--- src/rtl/torus_pkg.sv ---
package torus_pkg;
    parameter int CRD_W  = 4;
    parameter int PLD_W  = 16;
    localparam int FLIT_W = 2 * CRD_W + PLD_W;

    typedef struct packed {
        logic [CRD_W-1:0] col;
        logic [CRD_W-1:0] row;
        logic [PLD_W-1:0] pld;
    } flit_t;

    typedef enum logic [1:0] {
        RT_RING_X = 2'd0,
        RT_TURN   = 2'd1,
        RT_EJECT  = 2'd2
    } route_t;
endpackage

--- src/rtl/torus_route_dec.sv ---
module torus_route_dec
    import torus_pkg::*;
#(
    parameter int X_POS = 0,
    parameter int Y_POS = 0
) (
    input  logic [CRD_W-1:0] col,
    input  logic [CRD_W-1:0] row,
    output route_t           route
);
    always_comb begin
        if (col != CRD_W'(X_POS))      route = RT_RING_X;
        else if (row != CRD_W'(Y_POS)) route = RT_TURN;
        else                           route = RT_EJECT;
    end
endmodule

--- src/rtl/torus_turn_fifo.sv ---
module torus_turn_fifo
    import torus_pkg::*;
#(
    parameter int DEPTH = 4
) (
    input  logic              clk,
    input  logic              rst_n,
    input  logic              push,
    input  logic [FLIT_W-1:0] push_flit,
    input  logic              pop,
    output logic [FLIT_W-1:0] head_flit,
    output logic              full,
    output logic              empty
);
    localparam int PW = (DEPTH > 1) ? $clog2(DEPTH) : 1;
    localparam int CW = $clog2(DEPTH + 1);

    typedef struct packed {
        logic [PW-1:0] wr;
        logic [PW-1:0] rd;
        logic [CW-1:0] cnt;
    } ptr_t;

    ptr_t ptr_d, ptr_q;
    logic [FLIT_W-1:0] mem_q [DEPTH];

    function automatic logic [PW-1:0] bump(input logic [PW-1:0] p);
        return (p == PW'(DEPTH - 1)) ? '0 : p + PW'(1);
    endfunction

    assign full      = (ptr_q.cnt == CW'(DEPTH));
    assign empty     = (ptr_q.cnt == '0);
    assign head_flit = mem_q[ptr_q.rd];

    always_comb begin
        ptr_d = ptr_q;
        if (push) ptr_d.wr = bump(ptr_q.wr);
        if (pop)  ptr_d.rd = bump(ptr_q.rd);
        case ({push, pop})
            2'b10:   ptr_d.cnt = ptr_q.cnt + CW'(1);
            2'b01:   ptr_d.cnt = ptr_q.cnt - CW'(1);
            default: ptr_d.cnt = ptr_q.cnt;
        endcase
    end

    always_ff @(posedge clk) begin
        if (!rst_n) ptr_q <= '0;
        else        ptr_q <= ptr_d;
    end

    always_ff @(posedge clk) begin
        if (push) mem_q[ptr_q.wr] <= push_flit;
    end

    a_r6_no_overflow: assert property (@(posedge clk) disable iff (!rst_n)
        full |-> !push);
    a_r5_no_underflow: assert property (@(posedge clk) disable iff (!rst_n)
        empty |-> !pop);
    a_r5_count_step: assert property (@(posedge clk) disable iff (!rst_n)
        (push && !pop) |=> !empty);
endmodule

--- src/rtl/torus_node.sv ---
module torus_node
    import torus_pkg::*;
#(
    parameter int X_DIM      = 3,
    parameter int Y_DIM      = 3,
    parameter int X_POS      = 0,
    parameter int Y_POS      = 0,
    parameter int FIFO_DEPTH = 4
) (
    input  logic              clk,
    input  logic              rst_n,
    input  logic              x_in_vld,
    input  logic [FLIT_W-1:0] x_in_flit,
    input  logic              y_in_vld,
    input  logic [FLIT_W-1:0] y_in_flit,
    output logic              x_out_vld,
    output logic [FLIT_W-1:0] x_out_flit,
    output logic              y_out_vld,
    output logic [FLIT_W-1:0] y_out_flit,
    input  logic              inj_vld,
    input  logic [FLIT_W-1:0] inj_flit,
    output logic              inj_rdy,
    output logic              ej_vld,
    output logic [FLIT_W-1:0] ej_flit
);
    typedef struct packed {
        logic              x_vld;
        logic [FLIT_W-1:0] x_flit;
        logic              y_vld;
        logic [FLIT_W-1:0] y_flit;
        logic              e_vld;
        logic [FLIT_W-1:0] e_flit;
    } out_t;

    out_t st_d, st_q;

    flit_t  x_in_s, y_in_s, inj_s;
    route_t x_rt, inj_rt;

    logic              q_push, q_pop, q_full, q_empty;
    logic [FLIT_W-1:0] q_push_flit, q_head;

    assign x_in_s = flit_t'(x_in_flit);
    assign y_in_s = flit_t'(y_in_flit);
    assign inj_s  = flit_t'(inj_flit);

    torus_route_dec #(.X_POS(X_POS), .Y_POS(Y_POS)) x_dec_i (
        .col(x_in_s.col), .row(x_in_s.row), .route(x_rt)
    );
    torus_route_dec #(.X_POS(X_POS), .Y_POS(Y_POS)) inj_dec_i (
        .col(inj_s.col), .row(inj_s.row), .route(inj_rt)
    );

    torus_turn_fifo #(.DEPTH(FIFO_DEPTH)) turn_q_i (
        .clk(clk), .rst_n(rst_n),
        .push(q_push), .push_flit(q_push_flit),
        .pop(q_pop), .head_flit(q_head),
        .full(q_full), .empty(q_empty)
    );

    always_comb begin
        st_d        = '0;
        q_push      = 1'b0;
        q_push_flit = x_in_flit;
        q_pop       = 1'b0;
        inj_rdy     = 1'b0;

        // vertical ring: arrivals either eject or continue
        if (y_in_vld) begin
            if (y_in_s.row == CRD_W'(Y_POS)) begin
                st_d.e_vld  = 1'b1;
                st_d.e_flit = y_in_flit;
            end else begin
                st_d.y_vld  = 1'b1;
                st_d.y_flit = y_in_flit;
            end
        end

        // horizontal ring: never stalls, falls back to circulating
        if (x_in_vld) begin
            unique case (x_rt)
                RT_EJECT: begin
                    if (!st_d.e_vld) begin
                        st_d.e_vld  = 1'b1;
                        st_d.e_flit = x_in_flit;
                    end else begin
                        st_d.x_vld  = 1'b1;
                        st_d.x_flit = x_in_flit;
                    end
                end
                RT_TURN: begin
                    if (!q_full) begin
                        q_push = 1'b1;
                    end else begin
                        st_d.x_vld  = 1'b1;
                        st_d.x_flit = x_in_flit;
                    end
                end
                default: begin
                    st_d.x_vld  = 1'b1;
                    st_d.x_flit = x_in_flit;
                end
            endcase
        end

        // turn queue drains into free vertical slots
        if (!st_d.y_vld && !q_empty) begin
            q_pop       = 1'b1;
            st_d.y_vld  = 1'b1;
            st_d.y_flit = q_head;
        end

        // local injection takes leftovers only
        if (rst_n) begin
            unique case (inj_rt)
                RT_TURN:  inj_rdy = !q_push && !q_full;
                RT_EJECT: inj_rdy = !st_d.e_vld;
                default:  inj_rdy = !st_d.x_vld;
            endcase
        end

        if (inj_vld && inj_rdy) begin
            unique case (inj_rt)
                RT_TURN: begin
                    q_push      = 1'b1;
                    q_push_flit = inj_flit;
                end
                RT_EJECT: begin
                    st_d.e_vld  = 1'b1;
                    st_d.e_flit = inj_flit;
                end
                default: begin
                    st_d.x_vld  = 1'b1;
                    st_d.x_flit = inj_flit;
                end
            endcase
        end
    end

    always_ff @(posedge clk) begin
        if (!rst_n) st_q <= '0;
        else        st_q <= st_d;
    end

    assign x_out_vld  = st_q.x_vld;
    assign x_out_flit = st_q.x_flit;
    assign y_out_vld  = st_q.y_vld;
    assign y_out_flit = st_q.y_flit;
    assign ej_vld     = st_q.e_vld;
    assign ej_flit    = st_q.e_flit;

    // through traffic on the horizontal ring
    a_r1_x_pass: assert property (@(posedge clk) disable iff (!rst_n)
        (x_in_vld && x_in_s.col != CRD_W'(X_POS))
        |=> (x_out_vld && x_out_flit == $past(x_in_flit)));
    // through traffic on the vertical ring
    a_r2_y_pass: assert property (@(posedge clk) disable iff (!rst_n)
        (y_in_vld && y_in_s.row != CRD_W'(Y_POS))
        |=> (y_out_vld && y_out_flit == $past(y_in_flit)));
    // vertical arrivals for this row always eject
    a_r3_y_eject: assert property (@(posedge clk) disable iff (!rst_n)
        (y_in_vld && y_in_s.row == CRD_W'(Y_POS))
        |=> (ej_vld && ej_flit == $past(y_in_flit)));
    // a vertical flit is already in its column
    a_r3_y_column: assert property (@(posedge clk) disable iff (!rst_n)
        y_in_vld |-> (y_in_s.col == CRD_W'(X_POS)));
    // accepted outbound injection appears on the horizontal ring
    a_r7_inj_x: assert property (@(posedge clk) disable iff (!rst_n)
        (inj_vld && inj_rdy && inj_s.col != CRD_W'(X_POS))
        |=> (x_out_vld && x_out_flit == $past(inj_flit)));
    // injected coordinates lie inside the torus
    a_r7_inj_range: assert property (@(posedge clk) disable iff (!rst_n)
        inj_vld |-> (inj_s.col < CRD_W'(X_DIM) && inj_s.row < CRD_W'(Y_DIM)));
    // nothing leaves in the cycle after reset
    a_r10_reset_quiet: assert property (@(posedge clk)
        !rst_n |=> (!x_out_vld && !y_out_vld && !ej_vld));
endmodule

--- config.mk ---
export PLATFORM = sky130hd
export DESIGN_NAME = torus_node
export DESIGN_NICKNAME = d
export VERILOG_FILES = /design/src/rtl/torus_pkg.sv /design/src/rtl/torus_route_dec.sv /design/src/rtl/torus_turn_fifo.sv /design/src/rtl/torus_node.sv
export SDC_FILE = /design/constraint.sdc
export NUM_CORES = 1
export LEC_CHECK = 0
export ABC_AREA = 1
export BUFFER_PORTS_ARGS = -buffer_cell sky130_fd_sc_hd__buf_2
export CORE_MARGIN = 2
export CORE_UTILIZATION = 35
export DETAILED_ROUTE_END_ITERATION = 7
export HOLD_SLACK_MARGIN = 0.12
export PLACE_DENSITY = 0.54
export SYNTH_ARGS = -nofsm -noshare
export SYNTH_HDL_FRONTEND = slang
export SYNTH_SLANG_ARGS = --single-unit
--- constraint.sdc ---
create_clock -name clk -period 3.6 [get_ports clk]
set_clock_uncertainty 0.15 [all_clocks]
set_input_delay 0.72 -clock clk [delete_from_list [all_inputs] [get_ports clk]]
set_output_delay 0.72 -clock clk [all_outputs]
set_load 0.01 [all_outputs]
======== After elaboration in Yosys (flattened, before gate mapping) ========
Memory sizes are Yosys's and may differ from the RTL's. A register that Yosys moved wholly into a read port is not among the register bits.
Cells that the tools add are included.
word-level totals
  bits in registers ....................... 82
  RAM bits ................................ 96
  output and inout bits ................... 76
  memories ................................ 1
memories
  memory          words  width  read ports  clocked after memory_dff  wr ports  line                   RTL
  turn_q_i.mem_q  4      24     1           1                         1         torus_turn_fifo.sv:25  logic [FLIT_W-1:0] mem_q [DEPTH];
cells by class
  add/sub/neg operators ................... 4
  eq/ne operators ......................... 9
  mux-type cells .......................... 36
  reduce and logical (&&, ||, !) cells .... 17
operators by type and width
  cell                                                                   count
  25-bit two-way mux                                                     12
  24-bit two-way mux                                                     3
  50-bit two-way mux                                                     1
  25-bit one-hot mux with 2 select lines                                 1
  2-bit two-way mux                                                      8
  4-bit nonzero test                                                     4
  2-bit equality test, second input constant                             5
  1-bit two-way mux                                                      9
  2-bit by 1-bit equality test with 1-bit output, second input constant  3
  1-bit zero test                                                        6
  3-bit one-hot mux with 2 select lines                                  1
  2-bit by 1-bit adder with 2-bit output, second input constant          2
  4-bit zero test                                                        1
  3-bit by 1-bit adder with 3-bit output, second input constant          1
  3-bit equality test, second input constant                             1
  1-bit logical AND                                                      3
  3-bit zero test                                                        1
  3-bit by 1-bit subtractor with 3-bit output, second input constant     1
  1-bit one-hot mux with 2 select lines                                  1
  2-bit nonzero test                                                     1
  2-bit OR reduction                                                     1

======== Longest topological paths before layout ========
Gate-level depths: netlist of the first run.
  word-level depth ........................ 14
  gate-level depth with buffers ........... 17
  mapped depth without buffers ............ 17

======== Modules after synthesis ========
A second synthesis of the first run with hierarchy kept.
unflattened totals
  cells, all modules ...................... 967
  area, all modules ....................... 8331.7 sq um
modules (own cells, without submodules)
  module           times used  cells each  area each (sq um)
  torus_turn_fifo  1           292         4186.5
  torus_node       1           647         4037.6
  torus_route_dec  2           14          53.8

======== Worst setup path before layout of the first run ========
Ideal clock, no wire load.
  kind .................................... input-to-reg
  start point ............................. input port x_in_flit[18]
  end point ............................... memory turn_q_i.mem_q[0][0] (netlist bit), enable pin
  library setup time ...................... 405 ps
  arrival ................................. 2762 ps
  data required time ...................... 3045 ps
  path slack .............................. 283 ps
  cell stages on the path ................. 11
  path buffers ............................ 0
  path through ............................ nor2_1 nand2_2 nor2_4 nand2_1 nand3_2 nor2_1 nor2_2 nand4_2 nand2_1 inv_1 nor2_1
on the way
  word-level cells in the longest chain between the ends .. 14
ends and longest elaborated chain
  what                                            line                   RTL
  start: declaration                              torus_node.sv:13       input logic [FLIT_W-1:0] x_in_flit,
  4-bit nonzero test (*)                          torus_route_dec.sv:13  else if (row != CRD_W'(Y_POS)) route = RT_TURN;
  2-bit two-way mux (*)                           torus_route_dec.sv:13
  2-bit two-way mux (*)                           torus_route_dec.sv:12  if (col != CRD_W'(X_POS)) route = RT_RING_X;
  2-bit by 1-bit equality test with 1-bit output  torus_node.sv:81       unique case (x_rt)
  1-bit two-way mux                               torus_node.sv:81
  1-bit two-way mux                               torus_node.sv:80       if (x_in_vld) begin
  1-bit zero test                                 torus_node.sv:116      RT_TURN: inj_rdy = !q_push && !q_full;
  1-bit logical AND                               torus_node.sv:116
  1-bit one-hot mux with 2 select lines           torus_node.sv:115      unique case (inj_rt)
  1-bit two-way mux                               torus_node.sv:114      if (rst_n) begin
  1-bit logical AND                               torus_node.sv:122      if (inj_vld && inj_rdy) begin
  1-bit two-way mux (*)                           torus_node.sv:122
  1-bit two-way mux (*)                           torus_turn_fifo.sv:52  if (push) mem_q[ptr_q.wr] <= push_flit;
  1-bit two-way mux (implied by the code) (*)     torus_turn_fifo.sv:52
  end: declaration                                torus_turn_fifo.sv:25
Every way passes the cells marked *; elsewhere a longest branch is shown, timed or not.

======== Worst setup path in the final report of the first run ========
  start point ............................. input port x_in_flit[18]
  end point ............................... output port inj_rdy
on the way
  word-level cells in the longest chain between the ends .. 10
ends and longest elaborated chain
  what                                            line                   RTL
  4-bit nonzero test (*)                          torus_route_dec.sv:13
  2-bit two-way mux (*)                           torus_route_dec.sv:13
  2-bit two-way mux (*)                           torus_route_dec.sv:12
  2-bit by 1-bit equality test with 1-bit output  torus_node.sv:81
  1-bit two-way mux                               torus_node.sv:81
  1-bit two-way mux                               torus_node.sv:80
  1-bit zero test                                 torus_node.sv:116
  1-bit logical AND                               torus_node.sv:116
  1-bit one-hot mux with 2 select lines (*)       torus_node.sv:115
  1-bit two-way mux (*)                           torus_node.sv:114
  end: declaration                                torus_node.sv:22       output logic inj_rdy,
Marked as above.

==> results.ini, run 1 <==
[clocking]
cts_made_buffers=17
cts_tree=yes
clk_pin_slew_ps=70
cts_hold_buf=0
clk_latency_ps=430
clock_path_buffers=2
cts.repair.resized=0
clock-root-buffer=clkbuf_16
clock_sinks=180
cts_setup_buffers=0
htreeDepth=4

[power]
cellPowerDensity_nw_per_um2=567
vdd_drop_max_mv=0.312
p_leak_nw=4.02

[logic_synthesis]
ys_seq_area_share_pct=58.2
synth_top_area_share_pct=36.8
ys_warn_count=0
synth_area_um2=7840
ys_top_cells_by_area=edfxtp_1 (37%), dfxtp_1 (21%), nand2_1 (9.9%), o21ai_0 (6.3%), a21oi_1 (4.6%)
syn_inst=870
synth_seq_cells=180
synth_area_per_cell_um2=9.01
ys_types=32
yosysTopAreaCell=edfxtp_1

[route]
dr.pass1.iters=5
dr_wl_met3_um=1310
wl_met1_um=10700
vias_per_cell=4.96
vias=6462
wire_per_inst_um=17.1
dr_wl_met2_um=10000
drtIter0Drc=512
ant_nets=0
drc=0
highest_layer=met4
routed_wl_um=22200

[die]
start_util_pct=35.8
rows=54
die_area_um2=23600
io_pins=153
core_area_um2=21900
die_h_um=154
die_w_um=154

[layout]
fin_util_pct=43.2
antenna_cells=0
fin_nets=1093
instances_no_fill=1302
syn2layout_area_growth_pct=20.7
final_layout_size_suffix_gt1_share_pct=22.4

[sta]
slew_headroom_pct=45.7
rsz0062_at_grt=no
clock.fmax_mhz=351
finalSetupViolations=0
min_period_ps=2850
tns_ps=0
finalHoldViolCount=0
finalCritPeriodShare_pct=79.1
drv_slew=0
worst_pin_slew_ps=813

[placement]
place_inst=1270
hpwl_um=15200
portBuffers=152
routabilityCongestion=0.851

[worst_setup_path]
cp.arrival_ps=1980
endpoint_kind=output port
crit_path_start_kind=input port
crit_type=input port to output port
reg2reg_from=turn_q_i.ptr_q[0]
cp_max_fo=12
cp.required_ps=2730
crit_start=x_in_flit[18]

[grt]
grtUsageTotal_pct=19.0
grt_max_degree=59
grt_pass1_vias=6117
grt-ovfl-total=0
antenna_found_initial=0
grt_pass1_wl_um=34700

[run]
drv_cap=0

[outcome]
status=complete, no violations

[worst_hold_path]
hold_path_class=flop to flop
hp-start=turn_q_i.ptr_q[0]

sequential cells by signal (all words and copies together) (netlist names), named ones only:
signal and count:
x_out_vld 1, y_out_flit 24, x_out_flit 24, turn_q_i.ptr_q 7, ej_vld 1, ej_flit 24
turn_q_i.mem_q 96, y_out_vld 1
synthesized netlist by cell type, drive strengths merged:
master and count:
fa 1, clkbuf 34, inv 69, buf 21, o211a 1, nand4 3, dfxtp 84, o32ai 4
nand2 209, a21oi 73, o22ai 11, nor2 74, conb 1, edfxtp 96, o21ai 109, nand3 58
a32o 13, clkinv 1, and2 1, a31oi 1, ha 6
kinds of logic after synthesis:
kind of cell	count (synthesis)	share of synthesized area (%)
buffers and inverters	125	6.99
other	1	0.0478
AND/OR/NAND/NOR	345	18.7
adder cells (fa/ha/maj)	7	1.21
flip-flops	180	58.2
AO/OA/AOI/OAI	212	14.9
metal layers:
metal	vias to the layer above	global-route usage [%]
li1	3210	-
met3	15	4.17
met4	0	4.50
met1	3018	27.4
met5	-	0
met2	219	29.2
through the flow:
step	total power, mW	hold slack (ps)	worst slack, ps	area (um^2)
2_1_floorplan	3.07	325	283	7850
3_3_place_gp	3.44	351	404	8840
3_5_place_dp	3.44	365	319	8840
4_1_cts	5.42	367	757	9470
5_1_grt	5.63	367	491	9470
6_report	5.37	373	752	9470
cell type report:
cell class	count	area, um^2
clock buffers	17	425
well taps	280	350
multi-input cells	568	2750
repair buffers	172	911
flip-flops and latches	180	4560
inverters	70	263
fillers	2181	12400
clock inverters	15	203
final timing paths:
path | endpoint | slack [ps] | cells past startpoint
max reg2reg | turn_q_i.ptr_q[2] | 890 | 15
max | inj_rdy | 750 | 10
min reg2reg | turn_q_i.ptr_q[0] | 370 | 1
min | turn_q_i.ptr_q[0] | 370 | 1
placed cells by master, fill, tap and decap left out, types with 2 or more instances in the layout:
cell,instances
clkinvlp_4,2
a32o_1,13
buf_2,152
nand3_1,54
dfxtp_1,84
o32ai_1,4
inv_2,3
nor2_2,8
buf_4,20
clkinv_4,2
nand2_2,2
inv_1,66
ha_1,6
inv_6,4
bufinv_16,4
clkbuf_16,17
o21ai_1,11
clkinv_2,3
nor2_4,2
edfxtp_1,96
nand2_1,206
o21ai_0,98
nor2_1,64
nand3_2,4
nand4_2,3
a21oi_1,72
o22ai_1,11
conb_1,4
power breakdown:
| group | leakage, nW | internal [mW] | switching [mW] | total (mW) |
|---|---|---|---|---|
| Clock | 0.304 | 1.17 | 0.810 | 1.98 |
| Sequential | 1.55 | 2.27 | 0.0587 | 2.32 |
| Combinational | 2.16 | 0.366 | 0.700 | 1.07 |
worst max-delay path: stages:
cell and delay [ps]:
buf_2 110, nor2_1 130, nand2_2 110, nor2_4 140, nand2_1 80, nand3_2 70, nor2_1 50, nor2_2 110
and2_4 280, buf_2 170
(Power assumes the default switching activity.)
==> run 2: changes to the inputs <==
- PLACE_DENSITY: 0.54 -> 0.56
- clock period: 3.6 -> 2.4 ns (I/O delays scaled with it)
==> run 2 against run 1 <==
Sequential share of layout area fell by 2.7 points. Combinational power rose by 62%. Worst setup slack got worse by 700 ps. Flip-flop and latch count did not move. First-iteration DRC count rose by 17%. Sequential power rose by 50%. Design area rose by 5.9%. Clock power rose by 29%. Global-route usage rose by 0.20 points. Total power rose by 44%. Cell count rose by 4.4%. Critical endpoint is now turn_q_i.ptr_q[2]. Largest power group unchanged.
==> results.ini, run 2 (synthesis gave the netlist of run 1 again) <==
[layout]
fin_nets=1150  ; was 1093
largest_reg_flops=96  ; unchanged
stdcell_area_um2=10000  ; was 9470 um^2
antenna_cells=0  ; unchanged
final_layout_size_suffix_gt1_share_pct=27.2  ; was 22.4%
regMostFlops=turn_q_i.mem_q  ; unchanged
layout_commonest_cell=nand2_1  ; unchanged
syn2layout_area_growth_pct=27.8  ; was 20.7%
instances_no_fill=1359  ; was 1302
final_cell_mix=nand2_1 (205), buf_2 (151), edfxtp_1 (96)  ; was nand2_1 (206), buf_2 (152), o21ai_0 (98)

[power]
p_leak_nw=4.30  ; was 4.02 nW
cellPowerDensity_nw_per_um2=772  ; was 567 nW/um^2
vdd_drop_max_mv=0.425  ; was 0.312 mV

[die]
io_pins=153  ; unchanged
die_area_um2=23600  ; unchanged
die_h_um=154  ; unchanged
start_util_pct=35.8  ; unchanged
rows=54  ; unchanged
core_area_um2=21900  ; unchanged
die_w_um=154  ; unchanged

[grt]
grt_max_degree=59  ; unchanged
antenna_found_initial=1  ; was 0
grtUsageTotal_pct=19.2  ; was 19.0%
grt_pass1_vias=6361  ; was 6117
grt_pass1_wl_um=35600  ; was 34700 um
grt-ovfl-total=0  ; unchanged

[route]
routed_wl_um=22400  ; was 22200 um
dr_wl_met2_um=10200  ; was 10000 um
highest_layer=met4  ; unchanged
drtIter0Drc=599  ; was 512
wl_met1_um=10400  ; was 10700 um
drc=0  ; unchanged
vias_per_cell=4.91  ; was 4.96
wire_per_inst_um=16.5  ; was 17.1 um
dr.pass1.iters=5  ; unchanged
ant_nets=0  ; unchanged
dr_wl_met3_um=1370  ; was 1310 um
vias=6666  ; was 6462

[sta]
worst_pin_slew_ps=730  ; was 813 ps
finalCritPeriodShare_pct=97.8
min_period_ps=2350
slew_headroom_pct=51.4  ; was 45.7%
rsz0062_at_grt=yes  ; was no
finalSetupViolations=0  ; unchanged
drv_slew=0  ; unchanged
tns_ps=0  ; unchanged
clock.fmax_mhz=426
setup_slack_ps=53.7  ; was 752 ps
finalHoldViolCount=0  ; unchanged
hold_slack_ps=138  ; was 373 ps

[clocking]
clk_pin_slew_ps=60  ; was 70 ps
htreeDepth=4  ; unchanged
cts_made_buffers=17  ; unchanged
clock-root-buffer=clkbuf_16  ; unchanged
clk_latency_ps=430  ; about the same
cts_hold_buf=0  ; unchanged
clock_path_buffers=2  ; unchanged
cts_tree=yes  ; unchanged
clock_sinks=180  ; unchanged

[outcome]
status=complete, no violations  ; unchanged

[run]
drv_cap=0  ; unchanged

[worst_setup_path]
cp.arrival_ps=2510  ; was 1980 ps
crit_chain=nor2_4 > nand2_4 > nand3_2 > nand3_4 > nor2_4 > nor2_4 > nand4_4 > nand2_4 > inv_8 > ha_4 > inv_2 > fa_2 > a21oi_1 > o21ai_1 > o21ai_1 > a21oi_1  ; was buf_2 > nor2_1 > nand2_2 > nor2_4 > nand2_1 > nand3_2 > nor2_1 > nor2_2 > and2_4 > buf_2
endpoint_kind=flop  ; was output port
crit_path_start_kind=flop  ; was input port
reg2reg_from=turn_q_i.ptr_q[1]  ; was turn_q_i.ptr_q[0]
crit_slowest_cell=dfxtp_2  ; was and2_4
reg2reg_depth=16  ; was 15
cp.required_ps=2560  ; was 2730 ps
rrSetupSlack_ps=50  ; was 890 ps
slowest_delay_ps=340  ; was 280 ps
crit_type=flop to flop  ; was input port to output port
crit_top_cell=nor2_4
cp_max_fo=3  ; was 12
worst_r2r_endpoint=turn_q_i.ptr_q[2]  ; unchanged

[placement]
placed_area_um2=9460  ; was 8840 um^2
routabilityCongestion=0.852  ; was 0.851
portBuffers=152  ; unchanged
hpwl_um=15400  ; was 15200 um
pre_cts_ws_ps=-205  ; was 319 ps
place_inst=1325  ; was 1270

[worst_hold_path]
hold_end=ej_flit[20]  ; was turn_q_i.ptr_q[0]
hp-start=y_in_flit[20]  ; was turn_q_i.ptr_q[0]
hold_path_class=input port to flop  ; was flop to flop
whs_path_depth=3  ; was 1

[run 2: cell types whose count changed in the layout (fill, tap and decap cells not counted), moves of 5 or more]
cell | before | now
buf_12 | 0 | 9
buf_4 | 20 | 69
clkbuf_1 | 0 | 5
inv_1 | 66 | 61
nor2_2 | 8 | 3
nor2_4 | 2 | 11
[run 2: worst max path at each step]
stage                            startpoint                end  slack [ps]  depth (start not counted)
after detailed placement      y_in_flit[16]  turn_q_i.ptr_q[2]        -200                         17
final                     turn_q_i.ptr_q[1]  turn_q_i.ptr_q[2]          50                         16
after global routing      turn_q_i.ptr_q[0]  turn_q_i.ptr_q[2]         -50                         16
after CTS                 turn_q_i.ptr_q[0]            inj_rdy           2                          8
after global placement        y_in_flit[16]  turn_q_i.ptr_q[2]        -150                         17
after floorplan               x_in_flit[17]  turn_q_i.ptr_q[1]         -60                         14
[run 2: timing repair]
| action | in CTS | in global routing |
|---|---|---|
| hold endpoints to repair | 0 | 0 |
| pin swaps | 1 | 2 |
| endpoints found under the setup margin | 1 | 85 |
| gates resized for setup | 0 | 8 |
| buffers inserted | 1 | 1 |
[run 2: routing by layer]
metal | global-route usage [%] | up-vias
met5 | 0 | -
met4 | 6.68 | 0
met3 | 3.33 | 27
met2 | 29.4 | 228
met1 | 27.5 | 3093
li1 | - | 3318
[run 2: where the power goes]
group          internal, mW  leakage [nW]  switching, mW  total, mW
Combinational         0.640          2.48           1.09       1.73
Clock                  1.44         0.261           1.11       2.55
Sequential             3.40          1.55         0.0646       3.47
[run 2: per-stage QoR]
stage	utilization (%)	power, mW
floorplan	-	4.64
global placement	43.2	5.24
detailed placement	43.2	5.25
CTS	45.6	7.79
global route	45.8	8.13
finish	45.8	7.74
[run 2: worst max-delay path, delay by kind of cell (launching register included)]
family                     cells  cell delay [ps]
adders and majority gates      2              450
DFF                            1              340
and+or+nand+nor                8              810
AOI/OAI and AO/OA              4              380
buffers and inverters          2               90
[run 2: layout make-up]
| type | count | area (um^2) |
|---|---|---|
| well taps | 280 | 350 |
| inverters | 70 | 275 |
| repair buffers | 229 | 1450 |
| clock buffers | 23 | 458 |
| clock inverters | 9 | 66.3 |
| multi-input cells | 568 | 2850 |
| fillers | 2132 | 11900 |
| flip-flops and latches | 180 | 4570 |
==> run 3: changes to the inputs <==
==> constraint.sdc (replaced) <==
create_clock -name clk -period 2.4 [get_ports clk]
set_clock_uncertainty 0.15 [all_clocks]
set_input_delay 0.36 -clock clk [delete_from_list [all_inputs] [get_ports clk]]
set_output_delay 0.36 -clock clk [all_outputs]
set_load 0.01 [all_outputs]
==> run 3 against run 2 <==
Routed wire length increased by 0.41%. Utilization increased by 0.82 points. Worst setup slack better by 84 ps. Cell count grew 1.5%. First-iteration DRC count fell by 10%. Critical endpoint unchanged. Largest power group unchanged.
==> results.ini, run 3 (synthesis gave the netlist of run 1 again) <==
[placement]
pre_cts_ws_ps=-277  ; was -205 ps
hpwl_um=15300  ; was 15400 um
routabilityCongestion=0.792  ; was 0.852
place_inst=1325  ; unchanged
portBuffers=152  ; unchanged

[layout]
antenna_cells=0  ; unchanged
regMostFlops=turn_q_i.mem_q  ; unchanged
fin_nets=1171  ; was 1150
largest_reg_flops=96  ; unchanged
fin_util_pct=46.6  ; was 45.8%
final_layout_size_suffix_gt1_share_pct=26.5  ; was 27.2%
instances_no_fill=1380  ; was 1359
syn2layout_area_growth_pct=30.1  ; was 27.8%
layout_commonest_cell=nand2_1  ; unchanged
fillers=2125  ; was 2132
final_cell_mix=nand2_1 (205), buf_2 (152), o21ai_0 (96), edfxtp_1 (96), dfxtp_1 (82)  ; was nand2_1 (205), buf_2 (151), edfxtp_1 (96)

[power]
p_int_mw=5.66  ; was 5.48 mW
power.switching_mw=2.33  ; was 2.26 mW
swShare_pct=29.2  ; about the same
p_clk_share_pct=33.4  ; was 32.9%
seq_power_share_pct=43.3  ; was 44.8%
vdd_drop_max_mv=0.468  ; was 0.425 mV
p_leak_nw=4.41  ; was 4.30 nW
cellPowerDensity_nw_per_um2=784  ; was 772 nW/um^2
power_frac_comb_pct=23.2  ; was 22.3%

[grt]
antenna_found_initial=0  ; was 1
grt-ovfl-total=0  ; unchanged
grt_max_degree=59  ; unchanged
grt_pass1_vias=6314  ; was 6361
grtUsageTotal_pct=19.3  ; was 19.2%
grt_pass1_wl_um=35400  ; was 35600 um

[route]
drc=0  ; unchanged
vias=6768  ; was 6666
dr.pass1.iters=5  ; unchanged
wire_per_inst_um=16.3  ; was 16.5 um
ant_nets=0  ; unchanged
routed_wl_um=22500  ; was 22400 um
drtIter0Drc=537  ; was 599
vias_per_cell=4.90  ; was 4.91

[worst_setup_path]
cp.arrival_ps=2430  ; was 2510 ps
cp_max_fo=3  ; unchanged
rrSetupSlack_ps=140  ; was 50 ps
worst_r2r_endpoint=turn_q_i.ptr_q[2]  ; unchanged
crit_type=flop to flop  ; unchanged
slowest_delay_ps=370  ; was 340 ps
crit_chain=nor2_4 > nand2_4 > nand3_2 > nand3_2 > nor2_2 > nor2_2 > nand4_4 > nand2_4 > inv_4 > ha_1 > inv_2 > fa_2 > a21oi_2 > o21ai_2 > o21ai_1 > a21oi_1  ; was nor2_4 > nand2_4 > nand3_2 > nand3_4 > nor2_4 > nor2_4 > nand4_4 > nand2_4 > inv_8 > ha_4 > inv_2 > fa_2 > a21oi_1 > o21ai_1 > o21ai_1 > a21oi_1
cp.required_ps=2570  ; was 2560 ps
reg2reg_from=turn_q_i.ptr_q[1]  ; unchanged
crit_slowest_cell=fa_2  ; was dfxtp_2
endpoint_kind=flop  ; unchanged
reg2reg_depth=16  ; unchanged
crit_path_start_kind=flop  ; unchanged

[clocking]
clock_path_buffers=2  ; unchanged
clock_sinks=180  ; unchanged
cts_tree=yes  ; unchanged
htreeDepth=4  ; unchanged
clk_pin_slew_ps=60  ; about the same
clock-root-buffer=clkbuf_16  ; unchanged
clk_latency_ps=430  ; about the same
cts_made_buffers=17  ; unchanged

[die]
rows=54  ; unchanged
start_util_pct=35.8  ; unchanged
die_h_um=154  ; unchanged
die_area_um2=23600  ; unchanged
die_w_um=154  ; unchanged
core_area_um2=21900  ; unchanged
io_pins=153  ; unchanged

[run]
drv_cap=0  ; unchanged

[sta]
finalSetupViolations=0  ; unchanged
slew_headroom_pct=54.7  ; was 51.4%
setup_slack_ps=138  ; was 53.7 ps
worst_pin_slew_ps=680  ; was 730 ps
clock.fmax_mhz=442  ; was 426 MHz
min_period_ps=2260  ; was 2350 ps
finalHoldViolCount=0  ; unchanged
tns_ps=0  ; unchanged
finalCritPeriodShare_pct=94.3  ; was 97.8%
drv_slew=0  ; unchanged

[worst_hold_path]
whs_path_depth=3  ; unchanged
hp-start=y_in_flit[0]  ; was y_in_flit[20]
hold_path_class=input port to flop  ; unchanged
hold_end=y_out_flit[0]  ; was ej_flit[20]

[outcome]
status=complete, no violations  ; unchanged

run 3: cell count changes in the layout (fill, tap and decap cells not counted), sizes merged:
cell,before,now
clkinv,9,4
bufinv,1,0
inv,69,72
dlygate4sd3,0,21
clkbuf,23,25
clkinvlp,0,1
run 3: layer usage:
metal | global-route usage (%) | part of all wire (%) | vias to the layer above | wire length, um
li1 | - | - | 3368 | -
met1 | 28.1 | 48 | 3129 | 10700
met2 | 28.8 | 44 | 236 | 9890
met3 | 3.58 | 6.3 | 35 | 1410
met4 | 7.08 | 2.3 | 0 | 507
met5 | 0 | 0 | - | 0
run 3: power groups by stage:
stage	registers (mW)	logic [mW]	clock network [mW]
final	3.47	1.86	2.67
after global routing	3.48	2.08	2.85
after CTS	3.46	1.83	2.72
after detailed placement	3.53	1.80	0
after global placement	3.53	1.78	0
after floorplan	3.58	1.03	0
run 3: per-stage QoR:
step | total power [mW] | hold slack, ps | cell area [um^2]
4_1_cts | 8.02 | 132 | 10200
2_1_floorplan | 4.61 | 325 | 7880
3_5_place_dp | 5.33 | 370 | 9380
5_1_grt | 8.41 | 159 | 10200
3_3_place_gp | 5.31 | 370 | 9380
6_report | 8.00 | 151 | 10200
run 3: layout make-up:
class                           instances  area [um^2]  share of cell area, %
Clock buffer                           25          528                   5.17
Multi-Input combinational cell        568         2790                   27.3
Clock inverter                          7         42.5                  0.417
Inverter                               70          265                   2.60
Timing Repair Buffer                  250         1660                   16.3
Tap cell                              280          350                   3.43
Sequential cell                       180         4570                   44.8
run 3: how the worst max path moves through the flow:
stage,from,slack (ps),end,cells past startpoint
3_5_place_dp,x_in_flit[18],-280,turn_q_i.ptr_q[2],17
4_1_cts,turn_q_i.ptr_q[1],1,turn_q_i.ptr_q[2],15
3_3_place_gp,x_in_flit[18],-240,turn_q_i.ptr_q[2],17
5_1_grt,turn_q_i.ptr_q[1],-20,turn_q_i.ptr_q[2],16
2_1_floorplan,x_in_flit[18],-120,turn_q_i.mem_q[0][0],11
6_report,turn_q_i.ptr_q[1],140,turn_q_i.ptr_q[2],16
run 3: repair_timing:
item | CTS | global route
hold buffers | 21 | 0
buffers inserted | 1 | 1
endpoints found under the hold margin | 25 | 0
setup endpoints to repair | 2 | 1
resized for setup | 1 | 11
pin swaps | 0 | 7
run 3: worst max-delay path, delay by kind of cell (launching register included):
kind	cells	cell delay (ps)
AOI/OAI and AO/OA	4	380
adders and majority gates	2	520
buffers and inverters	2	100
DFF	1	330
and+or+nand+nor	8	680
